`src/rtl/dchain_pkg.sv`:
```
package dchain_pkg;
    localparam int WORD_W  = 32;
    localparam int LEN_W   = 13;
    localparam int WORD_B  = WORD_W / 8;
    localparam int IDX_W   = 2;

    // command word fields
    localparam int CB_INC_SRC  = 31;
    localparam int CB_INC_TGT  = 30;
    localparam int CB_FLOW_SRC = 29;
    localparam int CB_FLOW_TGT = 28;
    localparam int CB_START_IE = 22;
    localparam int CB_END_IE   = 21;
    localparam int CB_BURST_LO = 16;

    // control/status word fields
    localparam int SB_RUN     = 31;
    localparam int SB_NOFETCH = 30;
    localparam int SB_STOP_IE = 29;
    localparam int SB_REQ     = 8;
    localparam int SB_STOPPED = 3;
    localparam int SB_END     = 2;
    localparam int SB_START   = 1;
    localparam int SB_BUSERR  = 0;

    // register indices
    localparam logic [2:0] RSEL_CTRL = 3'd0;
    localparam logic [2:0] RSEL_PTR  = 3'd1;
    localparam logic [2:0] RSEL_SRC  = 3'd2;
    localparam logic [2:0] RSEL_TGT  = 3'd3;
    localparam logic [2:0] RSEL_CMD  = 3'd4;

    typedef enum logic [2:0] {
        ST_IDLE, ST_FETCH, ST_CHECK, ST_READ, ST_WRITE, ST_DONE
    } seq_state_t;

    typedef struct packed {
        logic set_start;
        logic set_end;
        logic set_buserr;
    } evt_t;

    typedef struct packed {
        logic run;
        logic nofetch;
        logic stop_ie;
        logic clr_end;
        logic clr_start;
        logic clr_buserr;
    } ctrl_wr_t;

    function automatic logic [3:0] burst_words(input logic [1:0] code);
        case (code)
            2'd1:    return 4'd2;
            2'd2:    return 4'd4;
            2'd3:    return 4'd8;
            default: return 4'd1;
        endcase
    endfunction
endpackage

```
`src/rtl/dchain_csr.sv`:
```
module dchain_csr
    import dchain_pkg::*;
(
    input  logic              clk,
    input  logic              rst,
    input  logic              wr_ctrl,
    input  ctrl_wr_t          wbits,
    input  logic              busy,
    input  logic              dreq,
    input  evt_t              evt,
    output logic              go,
    output logic              halt,
    output logic              nofetch_eff,
    output logic [WORD_W-1:0] ctrl_word,
    output logic              irq
);
    logic nofetch_q, stop_ie_q;
    logic fl_end, fl_start, fl_buserr;

    assign go          = wr_ctrl && wbits.run && !busy;
    assign halt        = wr_ctrl && !wbits.run && busy;
    assign nofetch_eff = wr_ctrl ? wbits.nofetch : nofetch_q;

    always_ff @(posedge clk) begin
        if (rst) begin
            nofetch_q <= 1'b0;
            stop_ie_q <= 1'b0;
            fl_end    <= 1'b0;
            fl_start  <= 1'b0;
            fl_buserr <= 1'b0;
        end else begin
            if (wr_ctrl) begin
                nofetch_q <= wbits.nofetch;
                stop_ie_q <= wbits.stop_ie;
            end
            fl_end    <= evt.set_end    | (fl_end    & ~(wr_ctrl & wbits.clr_end));
            fl_start  <= evt.set_start  | (fl_start  & ~(wr_ctrl & wbits.clr_start));
            fl_buserr <= evt.set_buserr | (fl_buserr & ~(wr_ctrl & wbits.clr_buserr));
        end
    end

    always_comb begin
        ctrl_word              = '0;
        ctrl_word[SB_RUN]      = busy;
        ctrl_word[SB_NOFETCH]  = nofetch_q;
        ctrl_word[SB_STOP_IE]  = stop_ie_q;
        ctrl_word[SB_REQ]      = dreq;
        ctrl_word[SB_STOPPED]  = !busy;
        ctrl_word[SB_END]      = fl_end;
        ctrl_word[SB_START]    = fl_start;
        ctrl_word[SB_BUSERR]   = fl_buserr;
    end

    assign irq = fl_end | fl_start | fl_buserr | (stop_ie_q & !busy);

    // a completion with end-interrupt enable leaves the flag set
    p_end_flag_r6: assert property (@(posedge clk) disable iff (rst)
        evt.set_end |=> fl_end);
    // write-one clears the flag when no new event lands
    p_w1c_r6: assert property (@(posedge clk) disable iff (rst)
        (wr_ctrl && wbits.clr_end && !evt.set_end) |=> !fl_end);
    // a halt request leaves the channel stopped on the next cycle
    p_halt_r9: assert property (@(posedge clk) disable iff (rst)
        halt |=> !busy);
endmodule

```
`src/rtl/dchain_seq.sv`:
```
module dchain_seq
    import dchain_pkg::*;
(
    input  logic              clk,
    input  logic              rst,
    input  logic              go,
    input  logic              halt,
    input  logic              nofetch,
    input  logic              reg_we,
    input  logic [2:0]        reg_sel,
    input  logic [WORD_W-1:0] reg_wdata,
    input  logic              dreq,
    input  logic              mem_ack,
    input  logic [WORD_W-1:0] mem_rdata,
    input  logic              mem_err,
    output logic              mem_req,
    output logic              mem_we,
    output logic [WORD_W-1:0] mem_addr,
    output logic [WORD_W-1:0] mem_wdata,
    output logic              busy,
    output logic [WORD_W-1:0] ptr_q,
    output logic [WORD_W-1:0] src_q,
    output logic [WORD_W-1:0] tgt_q,
    output logic [WORD_W-1:0] cmd_q,
    output evt_t              evt
);
    localparam logic [LEN_W-1:0]  LEN_STEP  = LEN_W'(WORD_B);
    localparam logic [WORD_W-1:0] ADDR_STEP = WORD_W'(WORD_B);

    seq_state_t        st;
    logic [IDX_W-1:0]  widx;
    logic [WORD_W-1:0] fbase;
    logic [WORD_W-1:0] data_q;
    logic [3:0]        bleft;
    logic [LEN_W-1:0]  len;
    logic              flow;
    logic              sw_wr;

    assign len   = cmd_q[LEN_W-1:0];
    assign flow  = cmd_q[CB_FLOW_SRC] | cmd_q[CB_FLOW_TGT];
    assign sw_wr = reg_we && (st == ST_IDLE);
    assign busy  = (st != ST_IDLE);

    always_ff @(posedge clk) begin
        if (rst) begin
            st     <= ST_IDLE;
            widx   <= '0;
            fbase  <= '0;
            data_q <= '0;
            bleft  <= '0;
            ptr_q  <= '0;
            src_q  <= '0;
            tgt_q  <= '0;
            cmd_q  <= '0;
        end else if (halt) begin
            st <= ST_IDLE;
        end else begin
            if (sw_wr) begin
                case (reg_sel)
                    RSEL_PTR: ptr_q <= reg_wdata;
                    RSEL_SRC: src_q <= reg_wdata;
                    RSEL_TGT: tgt_q <= reg_wdata;
                    RSEL_CMD: cmd_q <= reg_wdata;
                    default: ;
                endcase
            end
            case (st)
                ST_IDLE: begin
                    if (go) begin
                        if (nofetch) begin
                            st <= ST_CHECK;
                        end else begin
                            fbase <= {ptr_q[WORD_W-1:4], 4'b0000};
                            widx  <= '0;
                            st    <= ST_FETCH;
                        end
                    end
                end
                ST_FETCH: begin
                    if (mem_ack) begin
                        if (mem_err) begin
                            st <= ST_IDLE;
                        end else begin
                            case (widx)
                                2'd0: ptr_q <= mem_rdata;
                                2'd1: src_q <= mem_rdata;
                                2'd2: tgt_q <= mem_rdata;
                                default: begin
                                    cmd_q <= mem_rdata;
                                    st    <= ST_CHECK;
                                end
                            endcase
                            widx <= widx + 2'd1;
                        end
                    end
                end
                ST_CHECK: begin
                    if (len == '0) begin
                        st <= ST_DONE;
                    end else if (!flow || dreq) begin
                        bleft <= burst_words(cmd_q[CB_BURST_LO+1:CB_BURST_LO]);
                        st    <= ST_READ;
                    end
                end
                ST_READ: begin
                    if (mem_ack) begin
                        if (mem_err) begin
                            st <= ST_IDLE;
                        end else begin
                            data_q <= mem_rdata;
                            st     <= ST_WRITE;
                        end
                    end
                end
                ST_WRITE: begin
                    if (mem_ack) begin
                        if (mem_err) begin
                            st <= ST_IDLE;
                        end else begin
                            if (cmd_q[CB_INC_SRC]) src_q <= src_q + ADDR_STEP;
                            if (cmd_q[CB_INC_TGT]) tgt_q <= tgt_q + ADDR_STEP;
                            cmd_q[LEN_W-1:0] <= (len > LEN_STEP) ? len - LEN_STEP : '0;
                            bleft <= bleft - 4'd1;
                            st    <= (len > LEN_STEP && bleft > 4'd1) ? ST_READ : ST_CHECK;
                        end
                    end
                end
                ST_DONE: begin
                    if (nofetch || ptr_q[0]) begin
                        st <= ST_IDLE;
                    end else begin
                        fbase <= {ptr_q[WORD_W-1:4], 4'b0000};
                        widx  <= '0;
                        st    <= ST_FETCH;
                    end
                end
                default: st <= ST_IDLE;
            endcase
        end
    end

    always_comb begin
        mem_req   = (st == ST_FETCH) || (st == ST_READ) || (st == ST_WRITE);
        mem_we    = (st == ST_WRITE);
        mem_wdata = data_q;
        case (st)
            ST_FETCH: mem_addr = fbase + {{(WORD_W-IDX_W-2){1'b0}}, widx, 2'b00};
            ST_WRITE: mem_addr = tgt_q;
            default:  mem_addr = src_q;
        endcase
    end

    always_comb begin
        evt.set_start  = !halt && (
            (st == ST_FETCH && mem_ack && !mem_err && widx == 2'd3 && mem_rdata[CB_START_IE]) ||
            (st == ST_IDLE && go && nofetch && cmd_q[CB_START_IE]));
        evt.set_end    = !halt && (st == ST_DONE) && cmd_q[CB_END_IE];
        evt.set_buserr = !halt && mem_req && mem_ack && mem_err;
    end

    // an unanswered request keeps its address
    p_req_hold_r3: assert property (@(posedge clk) disable iff (rst)
        (mem_req && !mem_ack && !halt) |=> (mem_req && $stable(mem_addr)));
    // every completed word shortens the remaining length
    p_len_down_r4: assert property (@(posedge clk) disable iff (rst)
        (st == ST_WRITE && mem_ack && !mem_err && !halt) |=> (len < $past(len)));
    // a stop bit in the next pointer ends the run
    p_stop_bit_r5: assert property (@(posedge clk) disable iff (rst)
        (st == ST_DONE && ptr_q[0] && !halt) |=> (st == ST_IDLE));
    // no burst begins while the request input is low
    p_flow_wait_r7: assert property (@(posedge clk) disable iff (rst)
        (st == ST_CHECK && flow && !dreq && len != '0 && !halt) |=> !mem_req);
endmodule

```
`src/rtl/dchain_top.sv`:
```
module dchain_top
    import dchain_pkg::*;
(
    input  logic        clk,
    input  logic        rst,
    input  logic        reg_we,
    input  logic [2:0]  reg_addr,
    input  logic [31:0] reg_wdata,
    output logic [31:0] reg_rdata,
    input  logic        dreq,
    output logic        mem_req,
    output logic        mem_we,
    output logic [31:0] mem_addr,
    output logic [31:0] mem_wdata,
    input  logic        mem_ack,
    input  logic [31:0] mem_rdata,
    input  logic        mem_err,
    output logic        irq
);
    logic              go, halt, nofetch_eff, busy, wr_ctrl;
    logic [WORD_W-1:0] ctrl_word, ptr_q, src_q, tgt_q, cmd_q;
    evt_t              evt;
    ctrl_wr_t          wbits;

    assign wr_ctrl = reg_we && (reg_addr == RSEL_CTRL);
    assign wbits   = '{run:        reg_wdata[SB_RUN],
                       nofetch:    reg_wdata[SB_NOFETCH],
                       stop_ie:    reg_wdata[SB_STOP_IE],
                       clr_end:    reg_wdata[SB_END],
                       clr_start:  reg_wdata[SB_START],
                       clr_buserr: reg_wdata[SB_BUSERR]};

    dchain_csr u_csr (
        .clk(clk), .rst(rst), .wr_ctrl(wr_ctrl), .wbits(wbits), .busy(busy),
        .dreq(dreq), .evt(evt), .go(go), .halt(halt), .nofetch_eff(nofetch_eff),
        .ctrl_word(ctrl_word), .irq(irq)
    );

    dchain_seq u_seq (
        .clk(clk), .rst(rst), .go(go), .halt(halt), .nofetch(nofetch_eff),
        .reg_we(reg_we), .reg_sel(reg_addr), .reg_wdata(reg_wdata), .dreq(dreq),
        .mem_ack(mem_ack), .mem_rdata(mem_rdata), .mem_err(mem_err),
        .mem_req(mem_req), .mem_we(mem_we), .mem_addr(mem_addr), .mem_wdata(mem_wdata),
        .busy(busy), .ptr_q(ptr_q), .src_q(src_q), .tgt_q(tgt_q), .cmd_q(cmd_q), .evt(evt)
    );

    always_comb begin
        case (reg_addr)
            RSEL_CTRL: reg_rdata = ctrl_word;
            RSEL_PTR:  reg_rdata = ptr_q;
            RSEL_SRC:  reg_rdata = src_q;
            RSEL_TGT:  reg_rdata = tgt_q;
            RSEL_CMD:  reg_rdata = cmd_q;
            default:   reg_rdata = '0;
        endcase
    end
endmodule

```
`config.mk`:
```
export PLATFORM = sky130hd
export DESIGN_NAME = dchain_top
export DESIGN_NICKNAME = d
export VERILOG_FILES = /design/src/rtl/dchain_pkg.sv /design/src/rtl/dchain_csr.sv /design/src/rtl/dchain_seq.sv /design/src/rtl/dchain_top.sv
export SDC_FILE = /design/constraint.sdc
export NUM_CORES = 1
export LEC_CHECK = 0
export BUFFER_PORTS_ARGS = -buffer_cell sky130_fd_sc_hd__buf_2
export CELL_PAD_IN_SITES_DETAIL_PLACEMENT = 1
export CELL_PAD_IN_SITES_GLOBAL_PLACEMENT = 2
export CORE_ASPECT_RATIO = 2
export CORE_UTILIZATION = 34
export CTS_CLUSTER_DIAMETER = 150
export DETAILED_ROUTE_END_ITERATION = 8
export GPL_TIMING_DRIVEN = 0
export PLACE_DENSITY_LB_ADDON = 0.1
export SLEW_MARGIN = 5
export SYNTH_ARGS = -nofsm -noshare
export SYNTH_HDL_FRONTEND = slang
export SYNTH_SLANG_ARGS = --single-unit
```
`constraint.sdc`:
```
create_clock -name clk -period 3.1 [get_ports clk]
set_clock_uncertainty 0.05 [all_clocks]
set_input_delay 0.62 -clock clk [delete_from_list [all_inputs] [get_ports clk]]
set_output_delay 0.62 -clock clk [all_outputs]
set_load 0.05 [all_outputs]
```
Word-level counts from Yosys, hierarchy flattened
Index checks and enable logic that the tools add are counted.
{ "classes": {"add_sub_neg": 6, "n_lt_le_gt_ge": 2, "eq_ne": 27, "mux": 67, "n_bitwise": 19, "n_reduce_logical": 45} }
{ "op_table": {"columns": ["operator", "n"], "rows": [
  ["32-bit two-way mux", 30],
  ["32-bit case mux with 2 select lines", 4],
  ["32-bit case mux with 5 select lines", 1],
  ["32-bit by 3-bit adder with 32-bit output, second input constant", 2],
  ["13-bit two-way mux", 3],
  ["32-bit by 4-bit adder with 32-bit output", 1],
  ["3-bit two-way mux", 10],
  ["13-bit case mux with 2 select lines", 1],
  ["1-bit logical AND", 20],
  ["19-bit two-way mux", 1],
  ["3-bit case mux with 6 select lines", 1],
  ["4-bit two-way mux", 4],
  ["2-bit != test, second input constant", 7],
  ["13-bit by 3-bit > comparator with 1-bit output, second input constant", 1],
  ["13-bit logical NOT", 1],
  ["13-bit by 3-bit subtractor with 13-bit output, second input constant", 1],
  ["3-bit by 2-bit equality test with 1-bit output, second input constant", 4],
  ["2-bit two-way mux", 6],
  ["4-bit case mux with 3 select lines", 1],
  ["6-bit AND reduction", 2],
  ["3-bit equality test, second input constant", 3],
  ["2-bit equality test, second input constant", 4],
  ["4-bit case mux with 2 select lines", 1],
  ["1-bit bitwise AND", 7],
  ["other kinds (23)", 50]
]} }
{ "totals": {"regBits": 206, "input_bits": 73} }

Depth between registers and ports, before layout
Gate-level depths: netlist of run 1.
{ "logic_depth": {"ltp_word": 10, "ltp_mapped": 10} }

Modules after synthesis
Synthesis of run 1 repeated with hierarchy kept, for this count alone.
{ "unflattened": {"hier_cells": 1664, "hier_area_um2": 13401.6} }
{ "modules_own_cells": {"columns": ["module", "n_inst", "cells_each", "area_each_um2", "seq_area_each_um2"], "rows": [
  ["dchain_seq", 1, 1448, 11542.3, 3943.8],
  ["dchain_top", 1, 160, 1390.1, 0.0],
  ["dchain_csr", 1, 56, 469.2, 100.1]
]} }

Least setup slack after synthesis of run 1
Ideal clock, no wire load.
{ "synth_path": {"path_kind": "input -> output", "startpoint": "input reg_addr[1]", "endpoint": "output reg_rdata[31]", "arrival_time_ns": 3.057, "t_required_ns": 2.430, "path_slack_ns": -0.627, "path_stages": 4, "n_path_buf": 2, "path_cell_list": "buf_2 > buf_1 > nor2_1 > o41ai_1"} }
{ "synth_via": {"elab_chain_len": 2, "elab_cells_between_ends": 6, "cone_classes": "eq/ne (4); mux (1); reduce/logical (1)"} }
{ "synth_lines": {"columns": ["element", "line_no", "rtl"], "rows": [
  ["start: declaration", "dchain_top.sv:7", "input logic [2:0] reg_addr,"],
  ["3-bit equality test (tied with other cells)", "dchain_top.sv:48", "case (reg_addr)"],
  ["32-bit case mux with 5 select lines *", "dchain_top.sv:48", null],
  ["end: declaration", "dchain_top.sv:9", "output logic [31:0] reg_rdata,"]
]} }
Mark *: on every way between the ends. The rest lies on a longest branch, timed or not.

Worst setup path in the final report of run 1
{ "layout_path": {"startpoint": "register u_seq.src_q[2]", "endpoint": "register u_seq.src_q[20]"} }
{ "layout_via": {"elab_chain_len": 5} }
{ "layout_lines": {"columns": ["element", "line_no", "rtl"], "rows": [
  ["start: declaration", "dchain_seq.sv:22", "output logic [WORD_W-1:0] src_q,"],
  ["start signal: assignment", "dchain_seq.sv:61", "RSEL_SRC: src_q <= reg_wdata;"],
  ["start signal: assignment", "dchain_seq.sv:86", "2'd1: src_q <= mem_rdata;"],
  ["start signal: assignment", "dchain_seq.sv:120", "if (cmd_q[CB_INC_SRC]) src_q <= src_q + ADDR_STEP;"],
  ["32-bit by 3-bit adder with 32-bit output", "dchain_seq.sv:120", null],
  ["32-bit two-way mux", "dchain_seq.sv:120", null],
  ["32-bit two-way mux", "dchain_seq.sv:117", "if (mem_err) begin"],
  ["32-bit two-way mux", "dchain_seq.sv:116", "if (mem_ack) begin"],
  ["32-bit case mux with 2 select lines", "dchain_seq.sv:67", "case (st)"]
]} }
No other way between the ends.
A chain may end at the register's enable or synchronous reset.

==> results.sh, run 1 <==
export IMPL_status="finished with violations"
export IMPL_violations="negative setup slack"
export IMPL_dieArea_sq_um=36700
export IMPL_insertion_delay_ns=0.54
export IMPL_final_setup_worst_slack_ns=-0.0325
export IMPL_nets=1889
export IMPL_vias_per_cell=6.69
export IMPL_num_antenna_cells=0
export IMPL_grt_pass1_wl_microns=108000
export IMPL_clk_pin_slew_ns=0.07
export IMPL_final_cell_count_no_fill=2265
export IMPL_powerDensity_nw_per_um2=525
export IMPL_critPathSlowestCell="nor3_4"
export IMPL_postSynthCellCount=1604
export IMPL_drive_gt1_share_pct=18.0
export IMPL_yosysTopAreaCell="dfxtp_1"
export IMPL_drtPass1Iterations=5
export IMPL_cts_buffers=23
export IMPL_layout_commonest_cell="nand2_1"
export IMPL_cts_hold_buffers=0
export IMPL_stdcell_area_sq_um=14800
export IMPL_io_buffers=168
export IMPL_post_route_min_period_ns=3.13
export IMPL_wirelength_microns=76500
export IMPL_synthToLayoutAreaGrowth_pct=21.6
export IMPL_async_flop_share_pct=0
export IMPL_syn_area_sq_um=12200
export IMPL_cp_max_fo=8
export IMPL_routedWlPerCell_microns=33.8
export IMPL_cts_sinks=202
export IMPL_placed_cell_area_sq_um=13600
export IMPL_cp_num_buf_inv=0
export IMPL_worstRegToRegCells=7
export IMPL_crit_required_ns=3.44
export IMPL_r2r_start="u_seq.src_q[2]$_SDFFE_PP0N_"
export IMPL_crit_path_start="u_seq.src_q[2]$_SDFFE_PP0N_"
export IMPL_clockBufferDepth=3
export IMPL_critPathTopFamily="simple AND/OR/NAND/NOR gates"
export IMPL_place_gp_congestion=0.985
export IMPL_cts_tree="yes"
export IMPL_die_x_microns=136
export IMPL_start_util_pct=34.7
export IMPL_dp_slack_ns=-1.86
export IMPL_finalCritPeriodShare_pct=101
export IMPL_setup_viol_count_final=3
export IMPL_final_hold_viol_count=0
export IMPL_clock_fmax_ghz=0.319
export IMPL_synth_edf_count=0
export IMPL_ant_nets=0
export IMPL_cap_violations=0
export IMPL_ys_top_cells_by_area="dfxtp_1 (33%), nand2_1 (6.2%), a21oi_1 (5.7%)"
export IMPL_critPathArrivalTime_ns=3.47
export IMPL_cp_start_kind="register"
export IMPL_fp_dieH_microns=270
export IMPL_fillers=4357
export IMPL_cts_htree_levels=1
export IMPL_synth_top_area_share_pct=33.1
export IMPL_hold_class="input port to register"
export IMPL_io_pins=172
export IMPL_cp_endpoint="u_seq.src_q[20]$_SDFFE_PP0N_"
export IMPL_peakVddDrop_mv=0.470
export IMPL_ys_seq_area_share_pct=33.1
export IMPL_dpl_hpwl_microns=56300
export IMPL_core_area_sq_um=35200
export IMPL_drt_iter0_drc=1274
export IMPL_clockRootBuffer="clkbuf_16"
export IMPL_synth_avg_cell_area_sq_um=7.61
export IMPL_cpPeakStageDelay_ns=0.61
export IMPL_final_cell_mix="nand2_1 (200), dfxtp_1 (199), buf_2 (184)"
export IMPL_yosys_warnings=0
export IMPL_drc=0
export IMPL_ys_ff_latch=202
export IMPL_r2r_end="u_seq.src_q[20]$_SDFFE_PP0N_"
export IMPL_syn_num_nets=1689
export IMPL_row_count=97
export IMPL_crit_type="register to register"
export IMPL_slew_headroom_pct=14.5
export IMPL_grt_overflow=0
export IMPL_slew_viol_final=0
export IMPL_grt_use_total_pct=41.4
export IMPL_synthDistinctLibCells=73
export IMPL_rsz0062_at_grt="yes"
export IMPL_fin_tns_setup_ns=-0.0383
export IMPL_grt_max_degree=15
export IMPL_crit_chain="ha_1 -> nand4_1 -> nor3_4 -> and4_1 -> mux2_2 -> a222oi_1 -> nor2_1"
export IMPL_p_leak_nw=5.79
export IMPL_synth_main_ff_cell="dfxtp_1"
export IMPL_crit_path_end_kind="register"
export IMPL_antenna_found_initial=1
export IMPL_r2r_slack_ns=-0.03
export IMPL_grt_pass1_vias=15671
export IMPL_path_depth=7
export IMPL_finalPower_mw=7.79
export IMPL_dp_cells=2217
export IMPL_vias=15149
export IMPL_worst_pin_slew_ns=1.28
-- metrics by stage --
stage | utilization, % | hold WS [ns]
after CTS | 41.9 | 0.306
after detailed placement | 38.7 | 0.398
after floorplan | - | 0.399
after global routing | 42.2 | 0.339
after global placement | 38.7 | 0.391
final | 42.2 | 0.317
-- per-layer routing --
layer / part of all wire, % / up-vias / wire [microns] / track usage (%)
li1: - / 6368 / - / -
met1: 33 / 7505 / 25200 / 41.5
met2: 49 / 891 / 37100 / 69.9
met3: 7.6 / 383 / 5790 / 8.65
met4: 11 / 2 / 8290 / 38.5
met5: 0.017 / - / 13 / 0
-- worst min-delay path by stage --
| stage | from | to | depth (start not counted) |
|---|---|---|---|
| floorplan | u_csr.fl_buserr$_SDFF_PP0_ | u_csr.fl_buserr$_SDFF_PP0_ | 2 |
| global placement | u_seq.mem_wdata[2]$_SDFFE_PP0P_ | u_seq.mem_wdata[2]$_SDFFE_PP0P_ | 2 |
| detailed placement | u_seq.mem_wdata[19]$_SDFFE_PP0P_ | u_seq.mem_wdata[19]$_SDFFE_PP0P_ | 2 |
| CTS | mem_rdata[19] | u_seq.mem_wdata[19]$_SDFFE_PP0P_ | 3 |
| global route | mem_rdata[17] | u_seq.mem_wdata[17]$_SDFFE_PP0P_ | 3 |
| finish | mem_rdata[19] | u_seq.mem_wdata[19]$_SDFFE_PP0P_ | 3 |
-- where the power goes --
part / internal, mW / leakage (nW) / switching (mW)
logic: 0.518 / 3.75 / 1.24
registers: 2.71 / 1.64 / 0.132
clock network: 1.91 / 0.402 / 1.28
total: 5.14 / 5.79 / 2.65
-- final cells by class --
class | instances | area (sq um) | share of cell area [%]
buffer | 155 | 771 | 5.19
clock buffer | 28 | 614 | 4.14
clock inverter | 13 | 223 | 1.50
inverter | 27 | 101 | 0.683
multi-input combinational | 1216 | 7550 | 50.8
sequential | 202 | 4050 | 27.3
tap | 445 | 557 | 3.75
timing repair buffer | 179 | 981 | 6.61
-- cell usage after synthesis, types with 20 or more instances --
cell      instances
nor3_1           37
nand3_1          36
nor2_1          164
buf_2            28
a21oi_1         140
inv_1            27
o21ai_0          84
a221o_1          37
a22oi_1          57
a22o_1           36
mux2i_1          60
a211oi_1         44
clkbuf_1        112
nand2_1         201
and3_1           20
dfxtp_1         202
o22ai_1          61
-- tightest hold or removal path, cell delays in order --
cell and delay (ns):
buf_2 0.13, nand2_1 0.06, a21oi_1 0.05
-- cells by family (layout without fill, tap and decap cells) --
group,after synthesis,in the layout,synth area share [%]
and+or+nand+nor,545,545,20.4
xor gates and xnor gates,20,20,1.43
muxes,68,68,5.75
adders and majority gates,12,12,1.23
buffers and inverters,186,402,6.10
DFF,202,202,33.1
AOI/OAI and AO/OA,571,571,32.0
-- sequential cells by signal, indices dropped and copies added, names as in the netlist --
| name | cells |
|---|---|
| u_seq.cmd_q | 32 |
| u_seq.mem_wdata | 32 |
| u_seq.ptr_q | 32 |
| u_seq.src_q | 32 |
| u_seq.tgt_q | 32 |
| u_seq.fbase | 28 |
| u_seq.bleft | 4 |
| u_seq.st | 3 |
| u_seq.widx | 2 |
| u_csr.fl_buserr | 1 |
| u_csr.fl_end | 1 |
| u_csr.fl_start | 1 |
| u_csr.nofetch_q | 1 |
| u_csr.stop_ie_q | 1 |
-- timing repair --
item                                    in CTS  in global routing
pin swaps                                    4                  3
endpoints found under the setup margin     157                145
setup buffers                                8                  3
gates resized for setup                     81                 32
No activity file was read; power rests on OpenSTA's default activity.
==> run 2, diff against run 1 <==
--- a/config.mk
+++ b/config.mk
@@ -6,9 +6,11 @@
 export NUM_CORES = 1
 export LEC_CHECK = 0
 export BUFFER_PORTS_ARGS = -buffer_cell sky130_fd_sc_hd__buf_2
+export CAP_MARGIN = 20
 export CELL_PAD_IN_SITES_DETAIL_PLACEMENT = 1
 export CELL_PAD_IN_SITES_GLOBAL_PLACEMENT = 2
 export CORE_ASPECT_RATIO = 2
+export CORE_MARGIN = 2
 export CORE_UTILIZATION = 34
 export CTS_CLUSTER_DIAMETER = 150
 export DETAILED_ROUTE_END_ITERATION = 8
==> run 2 against run 1 <==
The run still ends with negative setup slack left. Non-clock buffer count up 3. Routed wire length shrank 1.3%. Worst hold slack worse by 0.0020 ns. Critical path depth stayed put. Core utilization is 0.62 points lower. Die area is 2.2% higher. Maximum frequency rose by 0.72%. Design area down 0.46%. Sequential cell count unchanged. Largest power group unchanged.
==> results.sh, run 2 (synthesized netlist as in run 1, its figures left out) <==
export IMPL_place_gp_congestion=0.979
export IMPL_grt_pass1_wl_microns=106000
export IMPL_final_hold_viol_count=0
export IMPL_violations="negative setup slack"
export IMPL_layout_commonest_cell="nand2_1"
export IMPL_clockBufferDepth=3
export IMPL_routedWlPerCell_microns=33.2
export IMPL_drive_gt1_share_pct=17.8
export IMPL_synthToLayoutAreaGrowth_pct=21.0
export IMPL_powerDensity_nw_per_um2=505
export IMPL_dieArea_sq_um=37500
export IMPL_rsz0062_at_grt="no"
export IMPL_status="finished with violations"
export IMPL_slew_viol_final=0
export IMPL_slew_headroom_pct=20.3
export IMPL_crit_type="register to register"
export IMPL_p_leak_nw=5.75
export IMPL_fillers=4435
export IMPL_fin_tns_setup_ns=-0.00998
export IMPL_clk_pin_slew_ns=0.07
export IMPL_crit_path_end_kind="register"
export IMPL_cts_buffers=22
export IMPL_crit_required_ns=3.44
export IMPL_vias=15085
export IMPL_critPathArrivalTime_ns=3.45
export IMPL_num_antenna_cells=0
export IMPL_finalCritPeriodShare_pct=100
export IMPL_antenna_found_initial=4
export IMPL_final_setup_worst_slack_ns=-0.00998
export IMPL_cts_tree="yes"
export IMPL_ant_nets=0
export IMPL_cts_sinks=202
export IMPL_die_x_microns=138
export IMPL_grt_max_degree=16
export IMPL_clock_fmax_ghz=0.322
export IMPL_grt_use_total_pct=38.5
export IMPL_row_count=98
export IMPL_io_buffers=168
export IMPL_cap_violations=0
export IMPL_cp_start_kind="register"
export IMPL_cts_htree_levels=1
export IMPL_hold_class="input port to register"
export IMPL_insertion_delay_ns=0.55
export IMPL_drt_iter0_drc=1321
export IMPL_final_cell_mix="nand2_1 (201), dfxtp_1 (199), buf_2 (173)"
export IMPL_fin_util_pct=41.6
export IMPL_grt_pass1_vias=15468
export IMPL_vias_per_cell=6.64
export IMPL_nets=1891
export IMPL_setup_viol_count_final=1
export IMPL_io_pins=172
export IMPL_core_area_sq_um=35600
export IMPL_wirelength_microns=75500
export IMPL_post_route_min_period_ns=3.11
export IMPL_cp_max_fo=8
export IMPL_drc=0
export IMPL_peakVddDrop_mv=0.383
export IMPL_start_util_pct=34.3
export IMPL_worst_pin_slew_ns=1.19
export IMPL_fp_dieH_microns=272
export IMPL_dp_slack_ns=-1.38
export IMPL_drtPass1Iterations=5
export IMPL_clockRootBuffer="clkbuf_16"
export IMPL_dpl_hpwl_microns=56400
export IMPL_grt_overflow=0
==> run 2: cell types whose count changed in the layout (fill, tap and decap cells not counted), moves of 2 or more <==
cell	previous run	this run
buf_4	26	40
buf_2	184	173
clkbuf_8	5	11
bufinv_16	6	2
clkbuf_1	89	92
clkinvlp_4	3	0
buf_6	2	0
==> run 2: worst paths after layout <==
kind	start	cells after the start	end	slack, ns
worst max-delay path	u_seq.src_q[2]$_SDFFE_PP0N_	7	u_seq.src_q[20]$_SDFFE_PP0N_	-0.01
worst min-delay path	mem_rdata[19]	3	u_seq.mem_wdata[19]$_SDFFE_PP0P_	0.31
worst max register to register	u_seq.src_q[2]$_SDFFE_PP0N_	7	u_seq.src_q[20]$_SDFFE_PP0N_	-0.01
worst min register to register	u_seq.mem_wdata[6]$_SDFFE_PP0P_	2	u_seq.mem_wdata[6]$_SDFFE_PP0P_	0.40
==> run 2: power breakdown <==
group | total (mW) | leakage [nW] | switching [mW] | internal (mW)
registers | 2.84 | 1.64 | 0.133 | 2.71
clock network | 2.90 | 0.374 | 1.24 | 1.67
logic | 1.71 | 3.74 | 1.21 | 0.499
total | 7.46 | 5.75 | 2.58 | 4.88
==> run 2: critical path: stages (launching register included) <==
cell,delay (ns)
dfxtp_1,0.60
ha_1,0.34
nand4_1,0.28
nor3_2,0.64
and4_1,0.35
mux2_2,0.35
a222oi_1,0.28
nor2_1,0.06
==> run 2: stage by stage <==
stage	power [mW]	instances	instance area (sq um)	hold slack [ns]
after CTS	7.40	2262	14600	0.302
after global routing	7.61	2272	14800	0.344
after detailed placement	4.47	2223	13600	0.397
after global placement	4.45	2222	13600	0.387
final	7.46	2272	14800	0.315
after floorplan	3.76	1604	12200	0.399
==> run 2: metal layers <==
| layer | share of wire (%) | vias to the layer above | GRT usage (%) |
|---|---|---|---|
| met5 | 0 | - | 0 |
| met4 | 10 | 0 | 32.9 |
| met3 | 6.5 | 348 | 4.68 |
| met2 | 49 | 866 | 68.8 |
| met1 | 34 | 7482 | 39.5 |
| li1 | - | 6389 | - |
==> run 2: layout make-up <==
| type | count | area [sq um] | share of cell area (%) |
|---|---|---|---|
| flip-flops and latches | 202 | 4050 | 27.4 |
| well taps | 450 | 563 | 3.81 |
| inverters | 27 | 101 | 0.686 |
| clock buffers | 35 | 681 | 4.61 |
| repair buffers | 183 | 1020 | 6.91 |
| plain buffers | 154 | 753 | 5.10 |
| clock inverters | 5 | 75.1 | 0.508 |
| multi-input cells | 1216 | 7530 | 51.0 |
==> run 2: timing repair <==
action / in CTS / in global routing
setup buffers: 4 / 10
hold buffers: 0 / 0
endpoints found under the hold margin: 0 / 0
setup endpoints to repair: 155 / 113
resized for setup: 85 / 26
pin swaps: 3 / 4
